## src/rtl/iotlb_inv_pkg.sv

```systemverilog
package iotlb_inv_pkg;
  localparam int REQ_W    = 64;
  localparam int PAGE_LO  = 12;
  localparam int PAGE_HI  = 38;
  localparam int HINT_BIT = 6;
  localparam int MASK_W   = 6;

  typedef struct packed {
    logic loadReq;
    logic checkEn;
    logic fillOk;
  } ctrlStrobe_t;
endpackage

```

## src/rtl/iotlb_inv_ctrl.sv

```systemverilog
module iotlb_inv_ctrl
  import iotlb_inv_pkg::*;
#(
  parameter int NUM_ENTRIES = 8,
  localparam int IDX_W = $clog2(NUM_ENTRIES)
) (
  input  logic             clk,
  input  logic             rst_n,
  input  logic             invCmd,
  input  logic             reqWrEn,
  input  logic             fillEn,
  output ctrlStrobe_t      strb,
  output logic [IDX_W-1:0] walkIdx,
  output logic             busy,
  output logic             done
);
  localparam logic [IDX_W-1:0] LAST_IDX = IDX_W'(NUM_ENTRIES - 1);

  always_ff @(posedge clk) begin
    if (!rst_n) begin
      busy    <= 1'b0;
      done    <= 1'b0;
      walkIdx <= '0;
    end else begin
      done <= 1'b0;
      if (!busy) begin
        if (invCmd) begin
          busy    <= 1'b1;
          walkIdx <= '0;
        end
      end else if (walkIdx == LAST_IDX) begin
        busy <= 1'b0;
        done <= 1'b1;
      end else begin
        walkIdx <= walkIdx + 1'b1;
      end
    end
  end

  always_comb begin
    strb.loadReq = reqWrEn & ~busy;
    strb.checkEn = busy;
    strb.fillOk  = fillEn & ~busy;
  end
endmodule

```

## src/rtl/iotlb_inv_data.sv

```systemverilog
module iotlb_inv_data
  import iotlb_inv_pkg::*;
#(
  parameter int NUM_ENTRIES = 8,
  parameter int PAGE_W      = 27,
  parameter int MGAW        = 36,
  parameter int MAX_MASK    = 9,
  parameter int SUPER_BITS  = 9,
  localparam int IDX_W = $clog2(NUM_ENTRIES)
) (
  input  logic              clk,
  input  logic              rst_n,
  input  ctrlStrobe_t       strb,
  input  logic [IDX_W-1:0]  walkIdx,
  input  logic [REQ_W-1:0]  reqWrData,
  input  logic [IDX_W-1:0]  fillIdx,
  input  logic [PAGE_W-1:0] fillPage,
  input  logic [PAGE_W-1:0] fillXlat,
  input  logic              fillLeaf,
  input  logic              fillSuper,
  input  logic [PAGE_W-1:0] lkPage,
  output logic              lkMatch,
  output logic [PAGE_W-1:0] lkXlat,
  output logic              maskErr
);
  localparam logic [MASK_W-1:0] MAX_M   = MASK_W'(MAX_MASK);
  localparam logic [MASK_W-1:0] SUPER_M = MASK_W'(SUPER_BITS);

  function automatic logic [PAGE_W-1:0] careBits(input logic [MASK_W-1:0] low);
    logic [PAGE_W-1:0] b;
    for (int i = 0; i < PAGE_W; i++)
      b[i] = (i >= int'(low)) && (PAGE_LO + i < MGAW);
    return b;
  endfunction

  localparam logic [PAGE_W-1:0] SUP_OFS = ~careBits(SUPER_M) & careBits('0);

  logic [PAGE_W-1:0] reqPage;
  logic [MASK_W-1:0] reqMask;
  logic              reqHint;

  always_ff @(posedge clk) begin
    if (!rst_n) begin
      reqPage <= '0;
      reqMask <= '0;
      reqHint <= 1'b0;
      maskErr <= 1'b0;
    end else if (strb.loadReq) begin
      reqPage <= reqWrData[PAGE_HI:PAGE_LO];
      reqHint <= reqWrData[HINT_BIT];
      if (reqWrData[MASK_W-1:0] > MAX_M) begin
        reqMask <= MAX_M;
        maskErr <= 1'b1;
      end else begin
        reqMask <= reqWrData[MASK_W-1:0];
      end
    end
  end

  logic [NUM_ENTRIES-1:0] eVld, eLeaf, eSup, lkHitVec;
  logic [PAGE_W-1:0]      ePage [NUM_ENTRIES];
  logic [PAGE_W-1:0]      eXlat [NUM_ENTRIES];

  // single shared comparator for the walk
  logic [MASK_W-1:0] effLow;
  logic              walkHit;
  always_comb begin
    effLow  = (eSup[walkIdx] && reqMask < SUPER_M) ? SUPER_M : reqMask;
    walkHit = eVld[walkIdx]
              && (((ePage[walkIdx] ^ reqPage) & careBits(effLow)) == '0)
              && (!reqHint || eLeaf[walkIdx]);
  end

  for (genvar g = 0; g < NUM_ENTRIES; g++) begin : g_entry
    always_ff @(posedge clk) begin
      if (!rst_n) begin
        eVld[g]  <= 1'b0;
        eLeaf[g] <= 1'b0;
        eSup[g]  <= 1'b0;
        ePage[g] <= '0;
        eXlat[g] <= '0;
      end else if (strb.fillOk && fillIdx == IDX_W'(g)) begin
        eVld[g]  <= 1'b1;
        eLeaf[g] <= fillLeaf;
        eSup[g]  <= fillSuper;
        ePage[g] <= fillPage;
        eXlat[g] <= fillXlat;
      end else if (strb.checkEn && walkIdx == IDX_W'(g) && walkHit) begin
        eVld[g] <= 1'b0;
      end
    end

    assign lkHitVec[g] = eVld[g] &&
      (((ePage[g] ^ lkPage) & careBits(eSup[g] ? SUPER_M : '0)) == '0);
  end

  always_comb begin
    lkXlat = '0;
    for (int i = NUM_ENTRIES - 1; i >= 0; i--)
      if (lkHitVec[i])
        lkXlat = eSup[i] ? ((eXlat[i] & ~SUP_OFS) | (lkPage & SUP_OFS)) : eXlat[i];
  end
  assign lkMatch = |lkHitVec;
endmodule

```

## src/rtl/iotlb_inv_engine.sv

```systemverilog
module iotlb_inv_engine
  import iotlb_inv_pkg::*;
#(
  parameter int NUM_ENTRIES = 8,
  parameter int PAGE_W      = 27,
  parameter int MGAW        = 36,
  parameter int MAX_MASK    = 9,
  parameter int SUPER_BITS  = 9,
  localparam int IDX_W = $clog2(NUM_ENTRIES)
) (
  input  logic              clk,
  input  logic              rst_n,
  input  logic              reqWrEn,
  input  logic [63:0]       reqWrData,
  input  logic              invCmd,
  output logic              busy,
  output logic              invDone,
  output logic              maskErr,
  output logic [5:0]        capMaxMask,
  input  logic              fillEn,
  input  logic [IDX_W-1:0]  fillIdx,
  input  logic [PAGE_W-1:0] fillPage,
  input  logic [PAGE_W-1:0] fillXlat,
  input  logic              fillLeaf,
  input  logic              fillSuper,
  input  logic              lkReq,
  input  logic [PAGE_W-1:0] lkPage,
  output logic              lkAck,
  output logic              lkHit,
  output logic [PAGE_W-1:0] lkXlat
);
  ctrlStrobe_t      strb;
  logic [IDX_W-1:0] walkIdx;
  logic             lkMatch;

  iotlb_inv_ctrl #(.NUM_ENTRIES(NUM_ENTRIES)) u_ctrl (
    .clk(clk), .rst_n(rst_n), .invCmd(invCmd), .reqWrEn(reqWrEn),
    .fillEn(fillEn), .strb(strb), .walkIdx(walkIdx), .busy(busy), .done(invDone)
  );

  iotlb_inv_data #(
    .NUM_ENTRIES(NUM_ENTRIES), .PAGE_W(PAGE_W), .MGAW(MGAW),
    .MAX_MASK(MAX_MASK), .SUPER_BITS(SUPER_BITS)
  ) u_data (
    .clk(clk), .rst_n(rst_n), .strb(strb), .walkIdx(walkIdx),
    .reqWrData(reqWrData), .fillIdx(fillIdx), .fillPage(fillPage),
    .fillXlat(fillXlat), .fillLeaf(fillLeaf), .fillSuper(fillSuper),
    .lkPage(lkPage), .lkMatch(lkMatch), .lkXlat(lkXlat), .maskErr(maskErr)
  );

  assign capMaxMask = 6'(MAX_MASK);
  assign lkAck      = lkReq & ~busy;
  assign lkHit      = lkAck & lkMatch;
endmodule

```

## config.mk

```make
export PLATFORM = sky130hd
export DESIGN_NAME = iotlb_inv_engine
export DESIGN_NICKNAME = d
export VERILOG_FILES = /design/src/rtl/iotlb_inv_pkg.sv /design/src/rtl/iotlb_inv_ctrl.sv /design/src/rtl/iotlb_inv_data.sv /design/src/rtl/iotlb_inv_engine.sv
export SDC_FILE = /design/constraint.sdc
export NUM_CORES = 1
export LEC_CHECK = 0
export ABC_CLOCK_PERIOD_IN_PS = 14550
export CAP_MARGIN = 15
export CORE_AREA = 2 2 319 321
export CTS_BUF_LIST = sky130_fd_sc_hd__clkbuf_2
export CTS_CLUSTER_SIZE = 25
export DETAILED_ROUTE_END_ITERATION = 10
export DIE_AREA = 0 0 321 323
export PLACE_DENSITY_LB_ADDON = 0.3
export SYNTH_ARGS = -nofsm -noshare
export SYNTH_HDL_FRONTEND = slang
export SYNTH_HIERARCHICAL = 1
export SYNTH_SLANG_ARGS = --single-unit
```

## constraint.sdc

```tcl
create_clock -name clk -period 14.55 [get_ports clk]
set_input_delay 4.365 -clock clk [delete_from_list [all_inputs] [get_ports clk]]
set_output_delay 4.365 -clock clk [all_outputs]
set_load 0.01 [all_outputs]
```

Word-level counts from Yosys, hierarchy flattened. Memories as Yosys holds them, arrays and structs flattened. A register that Yosys moved wholly into a read port is not among the register bits. Cells that the tools add are included.

Flip-flop bits (word level): 64. Latch bits: 0. RAM bits: 432. ROM bits: 0. Input port bits: 156. Word-level logic and storage cells: 474. Memories: 2.

Memory list: u_data.ePage (words 8, bits a word 27, read ports 9, clocked after memory_dff 1, write ports 8, RTL line iotlb_inv_data.sv:61) `logic [PAGE_W-1:0] ePage [NUM_ENTRIES];`; u_data.eXlat (words 8, bits a word 27, read ports 8, clocked after memory_dff 0, write ports 8, RTL line iotlb_inv_data.sv:62) `logic [PAGE_W-1:0] eXlat [NUM_ENTRIES];`.

Add/sub/neg operators: 1. Multiply operators: 0. Div/mod/pow operators: 0. Magnitude comparators: 219. Equality and inequality tests: 15. Shift operators: 0. Muxes and demuxes: 98. Bitwise logic cells: 47. Reduce and logical (&&, ||, !) cells: 61.

Operators by type and width (number): 2-to-1 mux 27 bit (32); >= comparator 4 x 6 -> 1 bit, first input constant (72); >= comparator 5 x 6 -> 1 bit, first input constant (69); AND 27 x 24 -> 27 bit (9); logical NOT 27 bit (9); bitwise XOR 27 bit (9); >= comparator 3 x 6 -> 1 bit, first input constant (36); OR 27 x 9 -> 27 bit (8); >= comparator 1 x 6 -> 1 bit, first input constant (18); >= comparator 2 x 6 -> 1 bit, first input constant (18); 2-to-1 mux 1 bit (48); logical AND 1 bit (35); 2-to-1 mux 4 bit (8); equality test 3 bit, second input constant (8); nonzero test 2 bit (9); OR 1 bit (16); >= comparator 5 x 4 -> 1 bit, first input constant (3); 2-to-1 mux 3 bit (5); equality test 3 x 2 -> 1 bit, second input constant (4); 2-to-1 mux 6 bit (2); binary-select mux 1 bit (select 3 bit) (3); OR reduction 8 bit (1); equality test 3 x 1 -> 1 bit, second input constant (2); greater-than comparator 6 x 4 -> 1 bit, second input constant (1); 10 further kinds (16).

Longest topological paths before layout. Gate-level depths: netlist of the first run.

Depth after elaboration: 13. Mapped depth: 13.

Hierarchy. The synthesis of the first run kept the hierarchy.

Modules (own cells, without submodules): iotlb_inv_data (instances 1, cells an instance 2098, area each 24553.5 um2, sequential area each 13372.8 um2); iotlb_inv_ctrl (instances 1, cells an instance 24, area each 262.8 um2, sequential area each 100.1 um2); iotlb_inv_engine (instances 1, cells an instance 10, area each 67.6 um2, sequential area each 0.0 um2).

Worst setup path before layout of the first run. OpenSTA, ideal clock, no wires.

Path type: input-to-output. Start point: input lkPage[14]. End point: output lkXlat[14]. Arrival time: 6484 ps. Required time: 10185 ps. Path slack: 3701 ps. Stages on the path: 11. Path through: buf_2 > xor2_1 > nor4_1 > nand2_1 > nor4_4 > nor2_2 > and2_1 > buf_2 > buf_6 > a221oi_2 > a31oi_1.

Longest elaborated chain between the ends: 12. Elaborated cells on any way between the ends: 40. Classes of those cells: 8 x mux; 16 x bitwise; 16 x reduce/logical.

Ends and longest elaborated chain: from (decl) (RTL line iotlb_inv_engine.sv:27) `input logic [PAGE_W-1:0] lkPage,`; bitwise XOR 27 bit (RTL line iotlb_inv_data.sv:94) `(((ePage[g] ^ lkPage) & careBits(eSup[g] ? SUPER_M : '0)) == '0);`; AND 27 x 24 -> 27 bit (RTL line iotlb_inv_data.sv:94); logical NOT 27 bit (RTL line iotlb_inv_data.sv:94); logical AND 1 bit (RTL line iotlb_inv_data.sv:93) `assign lkHitVec[g] = eVld[g] &&`; 2-to-1 mux 27 bit (7 in a row) (RTL line iotlb_inv_data.sv:100) `if (lkHitVec[i])`; 2-to-1 mux 27 bit (*) (RTL line iotlb_inv_data.sv:100); to (decl) (RTL line iotlb_inv_engine.sv:30) `output logic [PAGE_W-1:0] lkXlat`.

Mark *: on every way between the ends. The rest lies on a longest branch, timed or not.

Worst setup path after layout of the first run.
Start point: input lkPage[0]. End point: output lkXlat[0].

Same word-level chain as after synthesis.

==> flow_metrics.tcl, run 1 <==
set metrics [dict create \
    drv_slew 0 \
    core_um2 101000 \
    hold_class "register to register" \
    cp.arrival_ps 9210 \
    tritoncts "done" \
    fill_cells 10400 \
    cts_sinks 469 \
    dr.pass1.iters 5 \
    synthArstFlopShare_pct 0 \
    finalNetCount 2456 \
    slowest_stage "clkdlybuf4s50_1" \
    vias 17600 \
    start_util_pct 24.7 \
    layout_min_cycle_time_ps 13570 \
    die-area_um2 104000 \
    max_freq_mhz 73.7 \
    setup_slack_ps 977 \
    synth_area_um2 24900 \
    critical_path_class "primary input to output port" \
    use_met1_pct 22.0 \
    path_max_fanout 15 \
    slowest_delay_ps 940 \
    synth-edff-count 408 \
    fin_crit_sh_pct 93.3 \
    cts-resized-gates 0 \
    ant_nets 0 \
    gp_congestion 0.906 \
    place_ws_ps 1070 \
    holdPathStages 2 \
    insertion_delay_ps 1300 \
    synth_area_leaders "edfxtp_1 (49%), and2_1 (10%), dfxtp_1 (4.9%)" \
    grt_pass1_wl_mm 124 \
    final_area_um2 28800 \
    first_global_vias 17700 \
    end_kind "output port" \
    utilization_pct 28.6 \
    cp_cell_sequence "clkdlybuf4s50_1 > xnor2_1 > nand3_1 > nor4_1 > o21a_1 > nor2_1 > nor2_1 > o221ai_1 > a311o_1 > o21ai_1 > clkdlybuf4s50_1" \
    io_pins 194 \
    synth-seq-area-share_pct 54.1 \
    routedWlPerCell_um 23.2 \
    timing_hold_violations_final 0 \
    clkTransAtPathRegs_ps 100 \
    skew_ps 90.4 \
    cp.required_ps 10180 \
    drc 0 \
    setup_viol 0 \
    vias_per_cell 4.74 \
    area_growth_pct 15.9 \
    maxCapViolations 0 \
    htree_levels 4 \
    rsz0062_at_grt "false" \
    postCtsSetupRepairBufs 0 \
    place_inst 3474 \
    ys_ff_latch 469 \
    drive_gt1_share_pct 15.3 \
    cts_root_buffer "clkbuf_2" \
    ir_worst_vdd_mv 0.0542 \
    synthCells 2132 \
    synth.avg_cell_area_um2 11.7 \
    setup_tns_ps 0 \
    synth_cell_types 74 \
    status "complete, no violations" \
    worst_slew_pin_slew_ps 1090 \
    ff2ff_path_depth 10 \
    p_leak_nw 10.4 \
    use_met2_pct 26.1 \
    cts_hold_buf 0 \
    relSlewSlack_pct 27.3 \
    grt_max_degree 58 \
    grt_use_met3_pct 3.83 \
    rows 117 \
    crit_path_start_kind "primary input" \
    wirelength_mm 86.1 \
    yosys.area.top_type_share_pct 49.2 \
    numCtsBuffers 130 \
    port_buffers 148 \
    yosysTopAreaCell "edfxtp_1" \
    yosys_warnings 6 \
    antenna_found_initial 13 \
    busiest_layer "met2" \
    initialDrtViolationCount 1869 \
    clock_path_buffers 3 \
    p_total_mw 2.83 \
    placed_cell_area_um2 27700 \
    grt_util_all_layers_pct 16.4 \
    grt_remaining_overflow 0 \
    place_hpwl_mm 55.4 \
    die_h_um 323 \
    synth_ff_type "edfxtp_1" \
    stdcell_count 3705 \
    die_x_um 321 \
    hold_ws_ps 465 \
    powerDensity_nw_per_um2 98.0 \
]
-- synth_stat cells (4+ instances only) --
| cell type | number |
|---|---|
| dfxtp_1 | 61 |
| o311ai_1 | 4 |
| o221ai_1 | 7 |
| and2_1 | 412 |
| o211ai_1 | 8 |
| a221oi_1 | 18 |
| nor3_1 | 13 |
| buf_4 | 16 |
| o21a_1 | 12 |
| a41oi_1 | 6 |
| o21ai_0 | 32 |
| a21o_1 | 8 |
| o31ai_1 | 7 |
| inv_1 | 34 |
| or3_1 | 4 |
| nand4_1 | 23 |
| a211oi_1 | 7 |
| nor2_1 | 49 |
| and3b_1 | 4 |
| buf_1 | 5 |
| nand2b_1 | 7 |
| o21ai_1 | 7 |
| nand3_1 | 9 |
| mux2_1 | 8 |
| nor4_1 | 27 |
| a31oi_1 | 32 |
| nor2b_1 | 39 |
| a22oi_1 | 10 |
| a21oi_1 | 82 |
| xor2_1 | 106 |
| mux4_2 | 8 |
| a22o_1 | 24 |
| nand2_1 | 124 |
| o22ai_1 | 16 |
| mux2_2 | 66 |
| xnor2_1 | 105 |
| buf_2 | 52 |
| edfxtp_1 | 408 |
| clkbuf_1 | 84 |
| mux2i_1 | 121 |
| a221oi_2 | 10 |
| a21boi_0 | 4 |
-- cell usage in the layout (no fill, tap or decap), drive strengths merged, types with 8 or more instances in the layout --
cell,netlist,routed
clkdlybuf4s50,0,147
nor2b,41,41
dfxtp,61,61
xnor2,105,105
edfxtp,408,408
xor2,106,106
mux2,74,74
mux2i,121,121
a22o,24,24
clkbuf,84,189
inv,34,39
a221oi,28,28
clkinv,2,31
o21ai,39,39
a31oi,32,32
o21a,12,12
and2,412,412
a21o,8,8
o211ai,8,8
a21oi,82,82
nor4,32,32
nand3,9,9
mux4,8,8
a22oi,10,10
o22ai,16,16
nand2,124,124
nand4,23,23
nor2,50,50
nor3,15,15
buf,76,42
-- final cells by class --
| class | instances | area [um2] | share of cell area, % |
|---|---|---|---|
| Antenna cell | 4 | 10.0 | 0.0347 |
| Clock buffer | 189 | 946 | 3.28 |
| Clock inverter | 38 | 206 | 0.716 |
| Inverter | 36 | 136 | 0.473 |
| Multi-Input combinational cell | 1471 | 10600 | 36.9 |
| Sequential cell | 469 | 13500 | 46.7 |
| Tap cell | 1309 | 1640 | 5.68 |
| Timing Repair Buffer | 189 | 1800 | 6.23 |
-- where the power goes --
group,switching (mW),internal [mW]
combinational,0.179,0.117
sequential,0.0390,1.52
clock,0.590,0.383
-- critical path, delay by kind of cell --
kind	cells	cell delay (ps)
simple gates	4	1430
compound gates	4	1340
xor+xnor	1	490
buf+inv	2	1560
-- state kept, by name, summed over array words and instances (netlist names) --
name,cells
u_ctrl/done,1
u_data/eVld,8
u_ctrl/busy,1
u_ctrl/walkIdx,3
u_data/eSup,8
u_data/eLeaf,8
u_data/ePage,192
u_data/eXlat,216
u_data/reqPage,24
u_data/reqMask,6
u_data/maskErr,1
u_data/reqHint,1
-- layer usage --
layer | up-vias | share of wire, %
met3 | 146 | 8.0
met2 | 730 | 46
met5 | - | 0.12
met1 | 8653 | 44
li1 | 8015 | -
met4 | 16 | 2.2
-- worst paths after layout --
path | to | slack [ps] | start
worst max-delay path | lkXlat[0] | 980 | lkPage[0]
worst min-delay path | u_data/maskErr | 460 | u_data/maskErr
worst max register to register | u_data/eVld[5] | 10270 | u_ctrl/walkIdx[0]
worst min register to register | u_data/maskErr | 460 | u_data/maskErr
-- cell families (layout without fill, tap and decap cells) --
logic type | after synthesis | after routing | synth area share [%]
AO/OA/AOI/OAI | 310 | 310 | 8.60
XOR/XNOR | 211 | 211 | 7.43
adder cells (fa/ha/maj) | 3 | 3 | 0.151
buffers and inverters | 196 | 452 | 3.55
flip-flops | 469 | 469 | 54.1
multiplexers | 203 | 203 | 8.94
other | 2 | 10 | 0.0302
AND/OR/NAND/NOR | 738 | 738 | 17.2
Note: power is estimated with default switching activity, not from simulation.
==> run 2, diff against run 1 <==
--- a/config.mk
+++ b/config.mk
@@ -7,11 +7,11 @@
 export LEC_CHECK = 0
 export ABC_CLOCK_PERIOD_IN_PS = 14550
 export CAP_MARGIN = 15
-export CORE_AREA = 2 2 319 321
+export CORE_AREA = 2 2 253 255
 export CTS_BUF_LIST = sky130_fd_sc_hd__clkbuf_2
 export CTS_CLUSTER_SIZE = 25
 export DETAILED_ROUTE_END_ITERATION = 10
-export DIE_AREA = 0 0 321 323
+export DIE_AREA = 0 0 255 257
 export PLACE_DENSITY_LB_ADDON = 0.3
 export SYNTH_ARGS = -nofsm -noshare
 export SYNTH_HDL_FRONTEND = slang
==> flow_metrics.tcl, run 2 (synthesis gave the netlist of run 1 again) <==
set metrics [dict create \
    status "complete, no violations" \
    hold_ws_ps 461 \
    crit_path_start_kind "primary input" \
    dr.pass1.iters 5 \
    cts_root_buffer "clkbuf_2" \
    ant_nets 0 \
    register_area_um2 13500 \
    drv_slew 0 \
    rsz0062_at_grt "false" \
    finalNetCount 2451 \
    cts_sinks 469 \
    place_hpwl_mm 49.8 \
    insertion_delay_ps 1310 \
    postCtsSetupRepairBufs 0 \
    maxCapViolations 0 \
    gp_congestion 0.932 \
    regMostFlops "u_data/eXlat" \
    initialDrtViolationCount 1690 \
    skew_ps 84.4 \
    tritoncts "done" \
    reg.largest.list "u_data/eXlat x216, u_data/ePage x192, u_data/reqPage x24" \
    io_pins 194 \
    stdcell_count 3244 \
    vias_per_cell 5.49 \
    drc 0 \
    end_kind "output port" \
    grt_remaining_overflow 0 \
    antenna_found_initial 13 \
    wirelength_mm 78.1 \
    cts-resized-gates 0 \
    htree_levels 4 \
    port_buffers 148 \
    largest_reg_flops 216 \
    rows 92 \
    timing_hold_violations_final 0 \
    fill_cells 5840 \
    critical_path_class "primary input to output port" \
    die-area_um2 65500 \
    p_total_mw 2.90 \
    grt_util_all_layers_pct 24.0 \
    utilization_pct 45.2 \
    core_um2 62700 \
    worst_slew_pin_slew_ps 1160 \
    final_common_cell "and2_1" \
    ff2ff_path_depth 9 \
    die_h_um 257 \
    holdPathStages 2 \
    path_max_fanout 16 \
    clock_path_buffers 3 \
    max_freq_mhz 75.6 \
    routedWlPerCell_um 24.1 \
    relSlewSlack_pct 22.8 \
    drive_gt1_share_pct 15.7 \
    setup_viol 0 \
    setup_tns_ps 0 \
    first_global_vias 18200 \
    grt_pass1_wl_mm 115 \
    fin_crit_sh_pct 91.0 \
    hold_class "register to register" \
    ir_worst_vdd_mv 0.0685 \
    clkTransAtPathRegs_ps 80 \
    multi_input_area_um2 10600 \
    cp.arrival_ps 8870 \
    powerDensity_nw_per_um2 102 \
    grt_max_degree 62 \
    die_x_um 255 \
    place_inst 3006 \
    start_util_pct 39.7 \
    numCtsBuffers 130 \
    p_leak_nw 10.5 \
    layout_min_cycle_time_ps 13230 \
    area_growth_pct 14.1 \
    cp.required_ps 10180 \
    final_cell_mix "and2_1 (412), edfxtp_1 (408), clkbuf_2 (200)" \
    cts_hold_buf 0 \
    vias 17800 \
]
run 2: routing by layer:
layer / part of all wire, % / wire [um] / GRT usage [%] / vias to the layer above
li1: - / - / - / 8030
met1: 41 / 32300 / 31.0 / 8745
met2: 47 / 37000 / 39.0 / 854
met3: 8.6 / 6740 / 5.95 / 160
met4: 2.5 / 1970 / 8.48 / 16
met5: 0.12 / 92 / 0 / -
run 2: cell type report:
type / instances / area share [%]
flip-flops and latches: 469 / 47.5
repair buffers: 184 / 6.15
well taps: 846 / 3.73
clock buffers: 200 / 3.53
multi-input cells: 1471 / 37.5
diodes: 5 / 0.0441
clock inverters: 33 / 1.09
inverters: 36 / 0.494
run 2: path summary, 6_finish.rpt:
check / start / slack [ps] / endpoint
max reg2reg: u_ctrl/walkIdx[2] / 10130 / u_data/eVld[0]
min: u_data/maskErr / 460 / u_data/maskErr
min reg2reg: u_data/maskErr / 460 / u_data/maskErr
max: lkPage[6] / 1320 / lkXlat[26]
run 2: critical path: stages:
cell and delay, ps:
clkdlybuf4s50_1 900, xor2_1 370, nor4_1 570, a41oi_1 280
nor4_2 390, and2_1 900, a221oi_1 180, a31oi_1 300
clkdlybuf4s50_1 590
run 2: stage by stage:
stage | cell area (um2) | worst slack (ps)
after floorplan | 24900 | 3700
after global placement | 27100 | 1420
after detailed placement | 27100 | 1430
after CTS | 28400 | 1400
after global routing | 28400 | 1140
final | 28400 | 1320
run 2: report_power, final:
group | internal, mW | switching, mW
combinational | 0.117 | 0.172
clock | 0.473 | 0.584
sequential | 1.52 | 0.0397
==> run 3, diff against run 2 <==
--- a/config.mk
+++ b/config.mk
@@ -7,11 +7,11 @@
 export LEC_CHECK = 0
 export ABC_CLOCK_PERIOD_IN_PS = 14550
 export CAP_MARGIN = 15
-export CORE_AREA = 2 2 253 255
+export CORE_AREA = 2 2 241 243
 export CTS_BUF_LIST = sky130_fd_sc_hd__clkbuf_2
 export CTS_CLUSTER_SIZE = 25
 export DETAILED_ROUTE_END_ITERATION = 10
-export DIE_AREA = 0 0 255 257
+export DIE_AREA = 0 0 243 245
 export PLACE_DENSITY_LB_ADDON = 0.3
 export SYNTH_ARGS = -nofsm -noshare
 export SYNTH_HDL_FRONTEND = slang
==> flow_metrics.tcl, run 3 (synthesis gave the netlist of run 1 again) <==
set metrics [dict create \
    clock_path_buffers 3 \
    routedWlPerCell_um 24.2 \
    setup_slack_ps 1320 \
    cp.required_ps 10180 \
    drc 0 \
    final_common_cell "and2_1" \
    multi_input_area_um2 10600 \
    setup_tns_ps 0 \
    finalNetCount 2444 \
    grt_max_degree 58 \
    utilization_pct 49.2 \
    reg.largest.list "u_data/eXlat x216, u_data/ePage x192, u_data/reqPage x24" \
    die_x_um 243 \
    vias 17600 \
    power.switching_mw 0.771 \
    tritoncts "done" \
    start_util_pct 43.6 \
    p_total_mw 2.75 \
    ir_worst_vdd_mv 0.0626 \
    path_max_fanout 29 \
    status "complete, no violations" \
    insertion_delay_ps 1280 \
    grt_util_all_layers_pct 25.4 \
    powerDensity_nw_per_um2 98.0 \
    area_growth_pct 12.9 \
    hold_class "register to register" \
    rsz0062_at_grt "false" \
    setup_viol 0 \
    port_buffers 148 \
    numCtsBuffers 120 \
    relSlewSlack_pct 29.5 \
    placed_cell_area_um2 27000 \
    maxCapViolations 0 \
    layout_min_cycle_time_ps 13230 \
    fin_crit_sh_pct 90.9 \
    cp_top_family "buffers and inverters" \
    combinationalPowerShare_pct 10.3 \
    vias_per_cell 5.58 \
    final_area_um2 28100 \
    p_clk_share_pct 33.0 \
    register_area_um2 13500 \
    first_global_vias 18000 \
    timing_hold_violations_final 0 \
    fill_cells 5260 \
    hold_ws_ps 473 \
    core_um2 57000 \
    rows 88 \
    wirelength_mm 76.2 \
    htree_levels 3 \
    intPower_mw 1.98 \
    grt_pass1_wl_mm 113 \
    die-area_um2 59500 \
    dr.pass1.iters 7 \
    antenna_found_initial 14 \
    end_kind "output port" \
    cts_hold_buf 0 \
    critical_path_class "primary input to output port" \
    cp.arrival_ps 8870 \
    slowest_delay_ps 940 \
    cp_cell_sequence "clkdlybuf4s50_1 > xor2_1 > nor4_1 > a41oi_1 > nor4_2 > buf_4 > nor2b_1 > nand2_1 > a31oi_1 > a311o_1 > o21ai_1 > clkdlybuf4s50_1" \
    netSwitchingFraction_pct 28.0 \
    ant_nets 0 \
    slowest_stage "clkdlybuf4s50_1" \
    pwr-share-seq_pct 56.7 \
    cts_root_buffer "clkbuf_2" \
    place_hpwl_mm 48.8 \
    place_inst 2928 \
    path_buf_inv 3 \
    largest_reg_flops 216 \
    cts_sinks 469 \
    max_freq_mhz 75.6 \
    worst_slew_pin_slew_ps 1060 \
    initialDrtViolationCount 1844 \
    p_leak_nw 10.4 \
    die_h_um 245 \
    postCtsSetupRepairBufs 0 \
    cts-resized-gates 0 \
    place_ws_ps 1330 \
    drive_gt1_share_pct 15.0 \
    io_pins 194 \
    regMostFlops "u_data/eXlat" \
    grt_remaining_overflow 0 \
    crit_path_start_kind "primary input" \
    drv_slew 0 \
    final_cell_mix "and2_1 (412), edfxtp_1 (408), clkbuf_2 (186)" \
    gp_congestion 0.951 \
    path_common_cell "clkdlybuf4s50_1" \
    stdcell_count 3148 \
    skew_ps 80.5 \
    clkTransAtPathRegs_ps 110 \
]
-- run 3: cell count changes in the layout (fill, tap and decap cells not counted), sizes merged --
cell,before,now
clkbuf,200,186
inv,33,31
bufinv,6,0
diode,5,7
clkinv,28,30
buf,37,40
-- run 3: layout make-up --
cell class | instances | area share, %
sequential | 469 | 48.0
multi-input combinational | 1471 | 37.9
timing repair buffer | 187 | 6.30
tap | 765 | 3.41
clock buffer | 186 | 3.31
clock inverter | 27 | 0.552
inverter | 36 | 0.508
antenna | 7 | 0.0624
-- run 3: worst min-delay path: stages, from the launching register on --
cell      delay (ps)
dfxtp_1          330
inv_1             40
a21boi_0          60
-- run 3: path summary, 6_finish.rpt --
| path | startpoint | cells past startpoint | slack (ps) | end |
|---|---|---|---|---|
| worst min-delay path | u_data/maskErr | 2 | 470 | u_data/maskErr |
| worst min register to register | u_data/maskErr | 2 | 470 | u_data/maskErr |
| worst max register to register | u_ctrl/walkIdx[0] | 10 | 10380 | u_data/eVld[1] |
| worst max-delay path | lkPage[4] | 12 | 1320 | lkXlat[1] |
-- run 3: metal layers --
metal | routed length (um) | vias up | global-route usage, %
li1 | - | 7991 | -
met1 | 31100 | 8530 | 33.0
met2 | 35500 | 835 | 41.3
met3 | 6470 | 196 | 5.23
met4 | 3010 | 10 | 11.0
met5 | 61 | - | 0
-- run 3: power by group through the flow --
stage          Sequential (mW)  Clock [mW]  Combinational, mW
6_report                  1.56       0.908              0.285
5_1_grt                   1.57       0.996              0.303
4_1_cts                   1.56       0.932              0.283
3_5_place_dp              1.59           0              0.281
3_3_place_gp              1.59           0              0.278
2_1_floorplan             1.57           0              0.176
